**config.mk**
```make
export PLATFORM = sky130hd
export DESIGN_NAME = pwm_prescaled
export DESIGN_NICKNAME = d
export VERILOG_FILES = /design/src/rtl/pwm_pkg.sv /design/src/rtl/pwm_shadow.sv /design/src/rtl/pwm_core.sv /design/src/rtl/pwm_prescaled.sv
export SDC_FILE = /design/constraint.sdc
export NUM_CORES = 1
export LEC_CHECK = 0
export BUFFER_PORTS_ARGS = -buffer_cell sky130_fd_sc_hd__buf_2
export CAP_MARGIN = 20
export CORE_ASPECT_RATIO = 0.6
export CORE_MARGIN = 1
export CORE_UTILIZATION = 28
export DETAILED_ROUTE_END_ITERATION = 10
export GPL_TIMING_DRIVEN = 0
export SLEW_MARGIN = 20
export SYNTH_ARGS = -nofsm -noshare
export SYNTH_HDL_FRONTEND = slang
export SYNTH_SLANG_ARGS = --single-unit
export TNS_END_PERCENT = 20
```
**constraint.sdc**
```tcl
create_clock -name clk_i -period 4.1 [get_ports clk_i]
set_input_delay 0.205 -clock clk_i [delete_from_list [all_inputs] [get_ports clk_i]]
set_output_delay 0.205 -clock clk_i [all_outputs]
set_load 0.02 [all_outputs]
```
**src/rtl/pwm_pkg.sv**
```systemverilog
package pwm_pkg;
  localparam int PS_W = 6;
  localparam int PV_W = 10;

  typedef struct packed {
    logic            sd;
    logic [PS_W-1:0] ps;
    logic            fd;
    logic [PV_W-1:0] dc;
    logic [PV_W-1:0] pv;
  } chan_cfg_t;
endpackage

```
**src/rtl/pwm_shadow.sv**
```systemverilog
module pwm_shadow
  import pwm_pkg::*;
#(
  parameter int DATA_W = 32
) (
  input  logic              clk_i,
  input  logic              rst_ni,
  input  logic              we_i,
  input  logic [1:0]        sel_i,
  input  logic [DATA_W-1:0] wdata_i,
  output chan_cfg_t         cfg_o,
  output logic [DATA_W-1:0] rdata_o
);
  localparam int SD_BIT = PS_W;
  localparam int FD_BIT = PV_W;

  chan_cfg_t cfg_q;
  logic unused_wdata;
  assign unused_wdata = ^wdata_i[DATA_W-1:FD_BIT+1];

  always_ff @(posedge clk_i or negedge rst_ni) begin
    if (!rst_ni) begin
      cfg_q <= '0;
    end else if (we_i) begin
      unique case (sel_i)
        2'd0: begin
          cfg_q.ps <= wdata_i[PS_W-1:0];
          cfg_q.sd <= wdata_i[SD_BIT];
        end
        2'd1: begin
          cfg_q.dc <= wdata_i[PV_W-1:0];
          cfg_q.fd <= wdata_i[FD_BIT];
        end
        2'd2: cfg_q.pv <= wdata_i[PV_W-1:0];
        default: ;
      endcase
    end
  end

  always_comb begin
    rdata_o = '0;
    unique case (sel_i)
      2'd0: begin
        rdata_o[PS_W-1:0] = cfg_q.ps;
        rdata_o[SD_BIT]   = cfg_q.sd;
      end
      2'd1: begin
        rdata_o[PV_W-1:0] = cfg_q.dc;
        rdata_o[FD_BIT]   = cfg_q.fd;
      end
      2'd2: rdata_o[PV_W-1:0] = cfg_q.pv;
      default: ;
    endcase
  end

  assign cfg_o = cfg_q;
endmodule

```
**src/rtl/pwm_core.sv**
```systemverilog
module pwm_core
  import pwm_pkg::*;
(
  input  logic      clk_i,
  input  logic      rst_ni,
  input  logic      en_i,
  input  chan_cfg_t cfg_i,
  output logic      pwm_o
);
  logic            run_q;
  logic [PS_W-1:0] pre_q, act_ps;
  logic [PV_W-1:0] per_q, act_dc, act_pv;
  logic            act_fd;
  logic            pre_end, per_end;

  assign pre_end = (pre_q == act_ps);
  assign per_end = (per_q == act_pv);

  always_ff @(posedge clk_i or negedge rst_ni) begin
    if (!rst_ni) begin
      run_q  <= 1'b0;
      pre_q  <= '0;
      per_q  <= '0;
      act_ps <= '0;
      act_dc <= '0;
      act_pv <= '0;
      act_fd <= 1'b0;
    end else if (!run_q) begin
      pre_q <= '0;
      per_q <= '0;
      if (en_i) begin
        run_q  <= 1'b1;
        act_ps <= cfg_i.ps;
        act_dc <= cfg_i.dc;
        act_pv <= cfg_i.pv;
        act_fd <= cfg_i.fd;
      end
    end else if (!en_i && cfg_i.sd) begin
      // shutdown mode: cut immediately
      run_q <= 1'b0;
      pre_q <= '0;
      per_q <= '0;
    end else if (pre_end) begin
      pre_q <= '0;
      if (per_end) begin
        per_q  <= '0;
        act_ps <= cfg_i.ps;
        act_dc <= cfg_i.dc;
        act_pv <= cfg_i.pv;
        act_fd <= cfg_i.fd;
        if (!en_i) run_q <= 1'b0;
      end else begin
        per_q <= per_q + 1'b1;
      end
    end else begin
      pre_q <= pre_q + 1'b1;
    end
  end

  assign pwm_o = run_q & (act_fd | (per_q < act_dc));

  AST_SD_CUT: assert property (@(posedge clk_i) disable iff (!rst_ni)
    (!en_i && cfg_i.sd) |=> !pwm_o);
  AST_PRE_RANGE: assert property (@(posedge clk_i) disable iff (!rst_ni)
    run_q |-> (pre_q <= act_ps));
  AST_PER_RANGE: assert property (@(posedge clk_i) disable iff (!rst_ni)
    run_q |-> (per_q <= act_pv));
  AST_HOLD_ACT: assert property (@(posedge clk_i) disable iff (!rst_ni)
    (run_q && !(pre_end && per_end)) |=>
      ($stable(act_dc) && $stable(act_pv) && $stable(act_ps) && $stable(act_fd)));
  AST_IDLE_ZERO: assert property (@(posedge clk_i) disable iff (!rst_ni)
    !run_q |-> (pre_q == '0 && per_q == '0));
endmodule

```
**src/rtl/pwm_prescaled.sv**
```systemverilog
module pwm_prescaled
  import pwm_pkg::*;
#(
  parameter int NUM_CH = 2,
  parameter int ADDR_W = 5,
  parameter int DATA_W = 32
) (
  input  logic              clk_i,
  input  logic              rst_ni,
  input  logic              bus_we_i,
  input  logic [ADDR_W-1:0] bus_addr_i,
  input  logic [DATA_W-1:0] bus_wdata_i,
  output logic [DATA_W-1:0] bus_rdata_o,
  input  logic [NUM_CH-1:0] en_i,
  output logic [NUM_CH-1:0] pwm_o
);
  localparam int CH_LSB = 4;  // 0x10 stride per channel
  localparam int CH_W   = ADDR_W - CH_LSB;

  logic            word_ok;
  logic [1:0]      sel;
  logic [CH_W-1:0] ch_idx;
  logic [DATA_W-1:0] rd [NUM_CH];

  assign word_ok = (bus_addr_i[1:0] == 2'b00);
  assign sel     = bus_addr_i[3:2];
  assign ch_idx  = bus_addr_i[ADDR_W-1:CH_LSB];

  for (genvar c = 0; c < NUM_CH; c++) begin : g_ch
    chan_cfg_t cfg;
    logic      hit;
    assign hit = word_ok && (ch_idx == CH_W'(c));

    pwm_shadow #(.DATA_W(DATA_W)) u_shadow (
      .clk_i   (clk_i),
      .rst_ni  (rst_ni),
      .we_i    (bus_we_i && hit),
      .sel_i   (sel),
      .wdata_i (bus_wdata_i),
      .cfg_o   (cfg),
      .rdata_o (rd[c])
    );

    pwm_core u_core (
      .clk_i  (clk_i),
      .rst_ni (rst_ni),
      .en_i   (en_i[c]),
      .cfg_i  (cfg),
      .pwm_o  (pwm_o[c])
    );
  end

  always_comb begin
    bus_rdata_o = '0;
    for (int c = 0; c < NUM_CH; c++) begin
      if (word_ok && ch_idx == CH_W'(c)) bus_rdata_o = rd[c];
    end
  end
endmodule

```
==> results of run 1 <==
-- through the flow --
| stage | hold WS [ns] | utilization, % |
|---|---|---|
| floorplan | -0.0906 | - |
| global route | 0.0667 | 33.3 |
| CTS | 0.0518 | 33.3 |
| detailed placement | 0.151 | 31.4 |
| finish | 0.0761 | 33.3 |
| global placement | 0.498 | 31.3 |
-- sequential cells by signal (all words and copies together), names as in the netlist --
| name | count |
|---|---|
| g_ch.u_core.act_dc | 20 |
| g_ch.u_shadow.cfg_o | 56 |
| g_ch.u_core.act_fd | 2 |
| g_ch.u_core.run_q | 2 |
| g_ch.u_core.pre_q | 12 |
| g_ch.u_core.act_pv | 20 |
| g_ch.u_core.per_q | 20 |
| g_ch.u_core.act_ps | 12 |
-- report_power, final --
part / internal [mW] / switching (mW)
combinational: 0.458 / 0.563
sequential: 1.61 / 0.289
clock: 0.924 / 0.633
-- worst paths after layout --
path | to | cells after the start
worst max-delay path | pwm_o[0] | 7
worst min-delay path | g_ch[1].u_shadow.cfg_o[9] | 2
worst max register to register | g_ch[0].u_core.act_ps[5] | 6
worst min register to register | g_ch[1].u_core.pre_q[0] | 1
max in group asynchronous | g_ch[1].u_core.act_dc[7] | 3
min in group asynchronous | g_ch[0].u_core.act_dc[3] | 2
-- synth_stat cells, types with 4 or more instances --
| master | count | area [um^2] |
|---|---|---|
| xor2_1 | 22 | 193 |
| buf_6 | 4 | 45.0 |
| a32oi_1 | 5 | 43.8 |
| a222oi_1 | 14 | 140 |
| o311ai_0 | 27 | 236 |
| o211ai_1 | 6 | 45.0 |
| o311ai_2 | 9 | 146 |
| nand4_1 | 14 | 87.6 |
| clkbuf_1 | 59 | 221 |
| buf_1 | 5 | 18.8 |
| a21oi_1 | 14 | 70.1 |
| and2_1 | 18 | 113 |
| nor2_1 | 26 | 97.6 |
| a211oi_1 | 9 | 67.6 |
| ha_1 | 26 | 325 |
| a31oi_1 | 41 | 257 |
| nand2_1 | 49 | 184 |
| a221oi_1 | 20 | 175 |
| buf_2 | 10 | 50.1 |
| a21o_1 | 41 | 308 |
| inv_1 | 27 | 101 |
| o21ai_0 | 66 | 330 |
| nor3b_1 | 55 | 413 |
| nor3_1 | 5 | 25.0 |
| buf_4 | 25 | 188 |
| dfrtp_1 | 144 | 3600 |
| and3_1 | 7 | 43.8 |
| o311ai_1 | 18 | 158 |
| xnor2_1 | 18 | 158 |
| nor2b_1 | 10 | 62.6 |
| nand3_1 | 60 | 300 |
| mux2_2 | 58 | 653 |
-- critical path, stage by stage (launching register included) --
cell      delay (ns)
dfrtp_1         0.37
clkbuf_1        0.37
clkbuf_1        0.41
buf_1           0.62
o211ai_1        0.18
a31oi_1         0.19
buf_4           0.12
buf_2           0.16
-- metal layers --
| layer | vias up | part of all wire, % | global-route usage (%) |
|---|---|---|---|
| li1 | 3726 | - | - |
| met1 | 4121 | 50 | 30.7 |
| met2 | 417 | 37 | 23.0 |
| met3 | 23 | 12 | 4.60 |
| met4 | 0 | 1.4 | 4.68 |
| met5 | - | 0 | 0 |
-- logic make-up after synthesis --
family,Yosys count
compound gates,283
xor+xnor,40
fa+ha+maj,26
buf+inv,130
flops,144
mux,59
other cells,1
simple gates,268
-- area by class of cell --
class / instances / area [um^2]
Buffer: 103 / 523
Clock buffer: 22 / 464
Clock inverter: 10 / 111
Fill cell: 3254 / 21200
Inverter: 27 / 101
Multi-Input combinational cell: 697 / 5030
Sequential cell: 144 / 3600
Tap cell: 416 / 520
Timing Repair Buffer: 33 / 203
-- what timing repair did --
action / in CTS / in global routing
buffers inserted: 0 / 0
hold endpoints to repair: 49 / 0
hold buffers: 1 / 0
resized for setup: 0 / 0
==> results.tsv, run 1 <==
stage	metric	value	unit
sta	Setup TNS Final	0	ns
sta	endpoints failing setup	0	
synthesis	Synth Area in Compound Gates	22.7	%
routing	1st-pass router iterations	7	
flow_run	Max Cap Viol	0	
placement	DP Area	9970	um^2
clocking	clock root buffer	clkbuf_16	
worst_setup_path	CP required	3.89	ns
worst_setup_path	worst r2r src	g_ch[0].u_core.per_q[5]	
synthesis	Main synth FF type	dfrtp_1	
sta	Setup Skew	0.0101	ns
floorplanning	die extent in x	236	um
routing	drt initial violations	1147	
floorplanning	Die Ht	142	um
routing	Via density	5.71	
clocking	H-tree Lvls	4	
grt	vias in the first global route	7563	
placement	PortBufs	31	
placement	DP Worst Slack	1.52	ns
worst_setup_path	Crit. Startpoint	g_ch[0].u_core.run_q	
clocking	CTS tree	done	
sta	final cycle utilization of the critical path	75.1	%
synthesis	xor and xnor area share after synthesis	3.82	%
worst_setup_path	CP endpoint kind	output port	
floorplanning	I/O pin count	76	
clocking	clk_lat worst skew	0.44	ns
sta	unrepaired setup endpoints after global routing	false	
clocking	TritonCTS Buffers	17	
power	Lkg Pwr	4.58	nW
worst_setup_path	FF-to-FF setup slack	1.74	ns
routing	DRC viols	0	
floorplanning	Rows	50	
synthesis	Mapped Cells	951	
grt	first-pass GRT wire length	47300	um
worst_setup_path	WS Path Type	flip-flop to output port	
power	VDD IR max	294	uV
synthesis	largest family of logic cells by synthesized area	compound AO/OA/AOI/OAI gates	
cells_and_area	commonest non-fill, non-tap cells in the layout	dfrtp_1 (144), o21ai_0 (65), clkbuf_1 (62), nand3_1 (60), mux2_2 (58)	
sta	minimum clock period	3.08	ns
sta	fmax	325	MHz
sta	Slew Viols, Final	0	
synthesis	yosys warns	0	
synthesis	Syn Std Cell Area	9180	um^2
cells_and_area	diode count	0	
clocking	Reg clk slew, reported paths	0.07	ns
worst_setup_path	CP Launch Type	flip-flop	
clocking	CTS sink cnt	144	
min_path	hold_sp	bus_wdata_i[9]	
grt	gr usage total	18.7	%
synthesis	#FFs+latches synth	144	
sta	Final Hold Fails	0	
cells_and_area	Layout Cells excl Fill	1452	
cells_and_area	layout cell share with drive strength beyond 1	17.0	%
run_status	run status	finished, final reports clean	
grt	largest net degree at the start of global routing	96	
sta	Final Worst Setup Slack	1.02	ns
synthesis	Synth async-reset ratio	100	%
synthesis	Avg Cell Area, Syn	9.65	um^2
grt	antenna violations before repair	1	
power	Pwr Total	4.48	mW
cells_and_area	commonest non-fill, non-tap cell in the layout	dfrtp_1	
routing	vias after detailed routing	8287	
floorplanning	Initial Util	28.9	%
floorplanning	die area	33500	um^2
worst_setup_path	CP arrival	2.87	ns
placement	detailed placer's ending HPWL	23500	um
synthesis	post-synthesis mux area share	7.22	%
synthesis	simple-gate portion of the synthesized area	16.6	%
grt	grt ovf	0	
worst_setup_path	Critical Path Fanout Max	10	
synthesis	register area share after synthesis	39.3	%
min_path	Worst Hold Class	input pin to flip-flop	
power	P per Cell Area	425	nW/um^2
cells_and_area	final net count	1091	
synthesis	Synth Area in Adders	3.54	%
clocking	maximum root-to-sink buffer count	2	
synthesis	Post-synth EDFFs	0	
cells_and_area	post-route cell area	10600	um^2
placement	placed cell count	1419	
sta	measured slew at the worst slew-check pin	0.855	ns
routing	antenna viol nets, final	0	
sta	Max-slew headroom	42.4	%
synthesis	Netlist cell types	55	
routing	post-DR wirelength/cell	21.2	um
placement	GP Congestion	0.973	
floorplanning	Core Region	31700	um^2
routing	WL final	30800	um
cells_and_area	Area growth syn-to-layout	15.0	%
No activity file was read; power rests on OpenSTA's default activity.
==> inputs of run 2 (changes only) <==
Clock period 4.1 ns to 2.8 ns, I/O delays scaled along.
==> run 2 against run 1 <==
Net effect:
- critical path depth is the same
- hold slack got worse by 0.044 ns
- sequential cell count is the same
- routed wire length increased by 0.11%
- final cell count is 0.14% higher
- utilization is 0.079 points higher
- combinational power rose by 47%
- register-to-register slack worse by 1.3 ns
- first-iteration DRC count shrank 12%
- global-route usage barely moved
- largest cell class unchanged
- largest power group unchanged
==> results.tsv, run 2 (synthesis gave the netlist of run 1 again) <==
stage	metric	value	unit	change
floorplanning	Core Region	31700	um^2	unchanged
worst_setup_path	Critical Path Fanout Max	7		was 10
grt	first-pass GRT wire length	47200	um	was 47300 um
min_path	Worst Hold Class	input pin to flip-flop		unchanged
placement	PortBufs	31		unchanged
sta	endpoints failing setup	0		unchanged
worst_setup_path	CP required	2.66	ns	was 3.89 ns
sta	Setup Skew	0.0127	ns	was 0.0101 ns
cells_and_area	commonest non-fill, non-tap cells in the layout	dfrtp_1 (144), o21ai_0 (65), nand3_1 (60), clkbuf_1 (59), mux2_2 (58)		was dfrtp_1 (144), o21ai_0 (65), clkbuf_1 (62), nand3_1 (60), mux2_2 (58)
power	P per Cell Area	621	nW/um^2	was 425 nW/um^2
worst_setup_path	WS Path Type	flip-flop to output port		unchanged
power	Clock power frac	34.7	%	about the same
floorplanning	Die Ht	142	um	unchanged
sta	Max-slew headroom	39.4	%	was 42.4%
sta	minimum clock period	2.73	ns	
sta	Slew Viols, Final	0		unchanged
sta	fmax	366	MHz	
placement	detailed placer's ending HPWL	23500	um	unchanged
floorplanning	I/O pin count	76		unchanged
run_status	run status	finished, final reports clean		unchanged
routing	drt initial violations	1007		was 1147
power	Sw Ratio	33.2	%	about the same
grt	vias in the first global route	7568		was 7563
placement	DP Worst Slack	0.285	ns	was 1.52 ns
power	NetSw	2.18	mW	was 1.49 mW
cells_and_area	diode count	0		unchanged
floorplanning	die extent in x	236	um	unchanged
cells_and_area	layout cell share with drive strength beyond 1	17.3	%	was 17.0%
floorplanning	Rows	50		unchanged
cells_and_area	# fillers	3257		was 3254
sta	Final Worst Setup Slack	0.0658	ns	was 1.02 ns
power	VDD IR max	433	uV	was 294 uV
routing	antenna viol nets, final	0		unchanged
routing	vias after detailed routing	8309		was 8287
worst_setup_path	CP Launch Type	flip-flop		unchanged
routing	Via density	5.71		about the same
cells_and_area	Area growth syn-to-layout	15.2	%	was 15.0%
clocking	clock root buffer	clkbuf_16		unchanged
power	sequential power share	42.4	%	was 42.5%
clocking	maximum root-to-sink buffer count	2		unchanged
routing	post-DR wirelength/cell	21.2	um	about the same
cells_and_area	final net count	1093		was 1091
routing	WL final	30800	um	about the same
power	Internal Power	4.39	mW	was 3.00 mW
clocking	Reg clk slew, reported paths	0.06	ns	was 0.07 ns
placement	DP Area	9970	um^2	unchanged
grt	antenna violations before repair	0		was 1
routing	DRC viols	0		unchanged
routing	1st-pass router iterations	8		was 7
worst_setup_path	crit-path max cell delay	0.47	ns	was 0.62 ns
cells_and_area	post-route cell area	10600	um^2	about the same
sta	final cycle utilization of the critical path	97.7	%	
grt	grt ovf	0		unchanged
floorplanning	die area	33500	um^2	unchanged
clocking	H-tree Lvls	4		unchanged
grt	largest net degree at the start of global routing	96		unchanged
sta	unrepaired setup endpoints after global routing	false		unchanged
floorplanning	Initial Util	28.9	%	unchanged
power	Comb power frac	22.9	%	was 22.8%
worst_setup_path	CP endpoint kind	output port		unchanged
worst_setup_path	slowest stage cell, crit path	dfrtp_1		was buf_1
sta	hold slack	0.0319	ns	was 0.0761 ns
sta	measured slew at the worst slew-check pin	0.907	ns	was 0.855 ns
sta	Final Hold Fails	0		unchanged
cells_and_area	commonest non-fill, non-tap cell in the layout	dfrtp_1		unchanged
clocking	clk_lat worst skew	0.44	ns	about the same
cells_and_area	number of flip-flops in the largest register	56		unchanged
clocking	TritonCTS Buffers	17		unchanged
worst_setup_path	CP cell instances	ha_1, a21o_1, a21oi_1, o2111ai_1, a21boi_0, buf_4, buf_2		was clkbuf_1, clkbuf_1, buf_1, o211ai_1, a31oi_1, buf_4, buf_2
worst_setup_path	CP arrival	2.59	ns	was 2.87 ns
clocking	CTS tree	done		unchanged
power	Lkg Pwr	4.60	nW	was 4.58 nW
flow_run	Max Cap Viol	0		unchanged
placement	GP Congestion	0.973		unchanged
clocking	CTS sink cnt	144		unchanged
grt	gr usage total	18.7	%	about the same
## run 2: changes by cell type in the layout (fill, tap and decap cells not counted), sizes merged
cell,delta
dlygate4sd3,+2
## run 2: worst paths after layout
kind | from | to | slack [ns] | depth (start not counted)
max | g_ch[1].u_core.per_q[8] | pwm_o[1] | 0.07 | 7
min | bus_wdata_i[8] | g_ch[0].u_shadow.cfg_o[8] | 0.03 | 2
max reg2reg | g_ch[1].u_core.pre_q[4] | g_ch[1].u_core.act_dc[7] | 0.48 | 7
min reg2reg | g_ch[1].u_core.pre_q[0] | g_ch[1].u_core.pre_q[0] | 0.52 | 1
max in group asynchronous | rst_ni | g_ch[1].u_core.act_fd | 1.75 | 3
min in group asynchronous | rst_ni | g_ch[0].u_core.act_dc[3] | 0.23 | 2
## run 2: metrics by stage
| step | setup TNS (ns) | instances | power [mW] | util (%) |
|---|---|---|---|---|
| final | 0 | 1454 | 6.57 | 33.3 |
| after global routing | 0 | 1454 | 6.87 | 33.3 |
| after CTS | 0 | 1454 | 6.56 | 33.3 |
| after detailed placement | 0 | 1419 | 4.26 | 31.4 |
| after global placement | -92.87 | 1418 | 4.23 | 31.3 |
| after floorplan | 0 | 971 | 3.72 | - |
## run 2: routing by layer
layer | GRT usage [%] | routed length [um] | up-vias
met4 | 4.78 | 457 | 0
li1 | - | - | 3732
met5 | 0 | 0 | -
met2 | 23.0 | 11300 | 419
met3 | 4.79 | 3340 | 27
met1 | 30.4 | 15700 | 4131
## run 2: layout make-up
cell class / instances / area (um^2) / share of cell area, %
clock buffers: 22 / 464 / 4.39
multi-input cells: 697 / 5030 / 47.5
inverters: 27 / 101 / 0.958
well taps: 416 / 520 / 4.92
clock inverters: 10 / 111 / 1.05
plain buffers: 103 / 528 / 4.99
repair buffers: 35 / 223 / 2.11
flip-flops and latches: 144 / 3600 / 34.1
## run 2: repair_timing
item	4_1_cts	5_1_grt
gates resized for setup	2	4
buffers inserted	0	0
gates cloned	0	0
endpoints found under the hold margin	54	0
setup endpoints to repair	2	2
hold buffers	3	0
## run 2: power by group through the flow
stage	Sequential [mW]	Combinational [mW]	Clock [mW]
after CTS	2.76	1.48	2.32
final	2.79	1.50	2.28
after detailed placement	2.79	1.47	0
after floorplan	2.60	1.12	0
after global placement	2.79	1.43	0
after global routing	2.81	1.65	2.40
## run 2: critical path, delay by kind of cell (launching register included)
family	cells	cell delay (ns)
AOI/OAI and AO/OA	4	1.06
adders and majority gates	1	0.34
buffers and inverters	2	0.30
DFF	1	0.47
==> inputs of run 3 (changes only) <==
Settings changed: ABC_AREA set to 1.
==> run 3 against run 2 <==
Net effect:
- die area decreased by 16%
- first-iteration DRC count shrank 47%
- register-to-register slack better by 0.06 ns
- synthesized area is 16% lower
- fmax grew 5.5%
- global-route usage fell by 2.4 points
- sequential share of layout area increased by 5.4 points
- via count decreased by 20%
- sequential power is 5% higher
- power is 3.6% higher
- hold slack worse by 0.017 ns
- clock power about the same
- largest cell class is now flip-flops and latches
- largest power group unchanged
==> results.tsv, run 3 <==
stage	metric	value	unit	change
sta	endpoints failing setup	0		unchanged
cells_and_area	commonest non-fill, non-tap cells in the layout	nand2_1 (310), dfrtp_1 (144), inv_1 (118), nor2_1 (67), nand4_1 (54)		was dfrtp_1 (144), o21ai_0 (65), nand3_1 (60), clkbuf_1 (59), mux2_2 (58)
cells_and_area	# fillers	2795		was 3257
clocking	maximum root-to-sink buffer count	2		unchanged
cells_and_area	commonest non-fill, non-tap cell in the layout	nand2_1		was dfrtp_1
cells_and_area	number of flip-flops in the largest register	56		unchanged
cells_and_area	diode count	0		unchanged
synthesis	Synth top area share	46.7	%	was 39.3%
synthesis	Mapped Cells	972		was 951
grt	gr usage total	16.3	%	was 18.7%
sta	Max-slew headroom	53.0	%	was 39.4%
power	Comb power frac	23.3	%	was 22.9%
floorplanning	Core Region	26800	um^2	was 31700 um^2
power	Internal Power	4.48	mW	was 4.39 mW
power	P per Cell Area	746	nW/um^2	was 621 nW/um^2
sta	fmax	386	MHz	was 366 MHz
placement	GP Congestion	0.869		was 0.973
grt	first-pass GRT wire length	34500	um	was 47200 um
synthesis	most frequent cells after synthesis	nand2_1 (310), dfrtp_1 (144), inv_1 (118), nor2_1 (67), nand4_1 (54)		was dfrtp_1 (144), o21ai_0 (66), nand3_1 (60), clkbuf_1 (59), mux2_2 (58)
worst_setup_path	CP endpoint kind	output port		unchanged
sta	final cycle utilization of the critical path	92.5	%	was 97.7%
worst_setup_path	worst reg2reg endpoint	g_ch[1].u_core.act_dc[1]		was g_ch[1].u_core.act_dc[7]
clocking	clock root buffer	clkbuf_16		unchanged
clocking	clk_lat worst skew	0.44	ns	about the same
synthesis	Syn Std Cell Area	7720	um^2	was 9180 um^2
sta	Setup Skew	0.0103	ns	was 0.0127 ns
grt	antenna violations before repair	0		unchanged
routing	WL final	21600	um	was 30800 um
floorplanning	Initial Util	28.9	%	about the same
cells_and_area	Area growth syn-to-layout	18.1	%	was 15.2%
clocking	CTS tree	done		unchanged
synthesis	xor and xnor area share after synthesis	1.93	%	was 3.82%
synthesis	register area share after synthesis	46.7	%	was 39.3%
synthesis	Main synth FF type	dfrtp_1		unchanged
routing	1st-pass router iterations	5		was 8
routing	post-DR wirelength/cell	15.2	um	was 21.2 um
sta	Final Worst Setup Slack	0.209	ns	was 0.0658 ns
sta	Final Hold Fails	0		unchanged
worst_setup_path	cell mode on critical path	a21oi_1		
power	Clock power frac	33.6	%	was 34.7%
worst_setup_path	CP Launch Type	flip-flop		unchanged
floorplanning	I/O pin count	76		unchanged
power	NetSw	2.32	mW	was 2.18 mW
floorplanning	die area	28300	um^2	was 33500 um^2
sta	minimum clock period	2.59	ns	was 2.73 ns
clocking	setup bufs post-CTS	0		unchanged
routing	antenna viol nets, final	0		unchanged
worst_setup_path	CP required	2.66	ns	about the same
synthesis	Synth async-reset ratio	100	%	unchanged
flow_run	Max Cap Viol	0		unchanged
run_status	run status	finished, final reports clean		unchanged
clocking	H-tree Lvls	4		unchanged
cells_and_area	layout cell share with drive strength beyond 1	13.5	%	was 17.3%
synthesis	Netlist cell types	32		was 55
grt	largest net degree at the start of global routing	82		was 96
synthesis	Synth Area in Adders	4.21	%	was 3.54%
synthesis	largest family of logic cells by synthesized area	simple AND/OR/NAND/NOR gates		was compound AO/OA/AOI/OAI gates
clocking	CTS sink cnt	144		unchanged
cells_and_area	final net count	1122		was 1093
sta	hold slack	0.0149	ns	was 0.0319 ns
grt	grt ovf	0		unchanged
synthesis	simple-gate portion of the synthesized area	26.1	%	was 16.6%
worst_setup_path	cells on worst reg2reg path	9		was 7
worst_setup_path	worst r2r src	g_ch[1].u_core.per_q[8]		was g_ch[1].u_core.pre_q[4]
routing	vias after detailed routing	6617		was 8309
power	Sw Ratio	34.1	%	was 33.2%
power	sequential power share	43.2	%	was 42.4%
placement	DP Worst Slack	0.377	ns	was 0.285 ns
routing	Via density	4.64		was 5.71
power	Pwr Total	6.80	mW	was 6.57 mW
worst_setup_path	Critical Path Fanout Max	5		was 7
routing	drt initial violations	530		was 1007
worst_setup_path	CP cell instances	ha_1, a21oi_1, nor2_1, a211oi_1, nand3_1, a21oi_1, buf_4, buf_2		was ha_1, a21o_1, a21oi_1, o2111ai_1, a21boi_0, buf_4, buf_2
worst_setup_path	Crit. Startpoint	g_ch[0].u_core.per_q[7]		was g_ch[1].u_core.per_q[8]
synthesis	Synth Area in Compound Gates	7.89	%	was 22.7%
power	Lkg Pwr	4.77	nW	was 4.60 nW
floorplanning	Rows	46		was 50
routing	DRC viols	0		unchanged
synthesis	Avg Cell Area, Syn	7.94	um^2	was 9.65 um^2
worst_setup_path	crit-path max cell delay	0.44	ns	was 0.47 ns
worst_setup_path	WS Path Type	flip-flop to output port		unchanged
placement	PortBufs	33		was 31
synthesis	yosys warns	0		unchanged
worst_setup_path	CP arrival	2.45	ns	was 2.59 ns
sta	Slew Viols, Final	0		unchanged
worst_setup_path	Setup crit end	pwm_o[0]		was pwm_o[1]
synthesis	synth top area cells	dfrtp_1 (47%), nand2_1 (15%), inv_1 (5.7%)		was dfrtp_1 (39%), mux2_2 (7.1%), nor3b_1 (4.5%)
clocking	TritonCTS Buffers	17		unchanged
synthesis	most frequent cell after synthesis	nand2_1		was dfrtp_1
min_path	Worst Hold Class	input pin to flip-flop		unchanged
synthesis	post-synthesis mux area share	2.77	%	was 7.22%
synthesis	#FFs+latches synth	144		unchanged
floorplanning	die extent in x	216	um	was 236 um
clocking	Reg clk slew, reported paths	0.06	ns	about the same
grt	vias in the first global route	5998		was 7568
worst_setup_path	FF-to-FF setup slack	0.54	ns	was 0.48 ns
synthesis	post-synth top area cell	dfrtp_1		unchanged
sta	measured slew at the worst slew-check pin	0.705	ns	was 0.907 ns
power	VDD IR max	336	uV	was 433 uV
worst_setup_path	slowest stage cell, crit path	dfrtp_1		unchanged
floorplanning	Die Ht	131	um	was 142 um
sta	unrepaired setup endpoints after global routing	false		unchanged
placement	detailed placer's ending HPWL	16900	um	was 23500 um
synthesis	Post-synth EDFFs	0		unchanged
[run 3: how the worst min path moves through the flow]
stage,start,to,cells after the start
6_report,bus_wdata_i[5],g_ch[0].u_shadow.cfg_o[15],3
5_1_grt,bus_wdata_i[5],g_ch[0].u_shadow.cfg_o[15],3
3_5_place_dp,rst_ni,g_ch[0].u_shadow.cfg_o[20],1
2_1_floorplan,rst_ni,g_ch[0].u_core.act_dc[0],0
3_3_place_gp,bus_wdata_i[10],g_ch[1].u_shadow.cfg_o[20],2
4_1_cts,bus_wdata_i[5],g_ch[0].u_shadow.cfg_o[15],3
[run 3: through the flow]
step                      util [%]  cells  cell area [um^2]  TNS [ns]
after floorplan                  -    992              7800         0
after global placement        31.4   1385              8410    -94.66
after detailed placement      31.6   1386              8450         0
after CTS                     34.1   1426              9120         0
after global routing          34.1   1426              9120         0
final                         34.1   1426              9120         0
[run 3: power groups by stage]
| stage | combinational, mW | sequential [mW] | clock (mW) |
|---|---|---|---|
| CTS | 1.57 | 2.93 | 2.31 |
| global route | 1.83 | 3.01 | 2.40 |
| floorplan | 1.16 | 2.82 | 0 |
| detailed placement | 1.55 | 2.97 | 0 |
| global placement | 1.51 | 2.96 | 0 |
| finish | 1.58 | 2.94 | 2.28 |
[run 3: what timing repair did]
item,in CTS,in global routing
hold buffers,9,0
endpoints found under the hold margin,82,0
resized for setup,0,0
[run 3: layout make-up]
class	instances	area, um^2	area share, %
Sequential cell	144	3600	39.5
Buffer	53	320	3.51
Tap cell	360	450	4.94
Inverter	128	480	5.27
Clock buffer	21	470	5.16
Multi-Input combinational cell	667	3390	37.2
Clock inverter	10	111	1.22
Timing Repair Buffer	43	293	3.21
[run 3: logic make-up (layout without fill, tap and decap cells)]
| family | Yosys count | in the layout |
|---|---|---|
| DFF | 144 | 144 |
| and+or+nand+nor | 475 | 475 |
| muxes | 19 | 19 |
| adders and majority gates | 26 | 26 |
| xor gates and xnor gates | 17 | 17 |
| AOI/OAI and AO/OA | 109 | 109 |
| other | 1 | 21 |
| buffers and inverters | 181 | 255 |
[run 3: per-layer routing]
| layer | vias up | track usage (%) | wire length (um) |
|---|---|---|---|
| met5 | - | 0 | 0 |
| met4 | 0 | 5.10 | 251 |
| met3 | 24 | 4.42 | 1790 |
| met2 | 214 | 17.3 | 6890 |
| met1 | 3132 | 28.3 | 12700 |
| li1 | 3247 | - | - |
[run 3: critical path: cells and delay by family, from the launching register on]
family | cells | cell delay (ns)
AND/OR/NAND/NOR | 2 | 0.21
AO/OA/AOI/OAI | 3 | 0.77
flip-flops | 1 | 0.44
adder cells (fa/ha/maj) | 1 | 0.31
buffers and inverters | 2 | 0.29
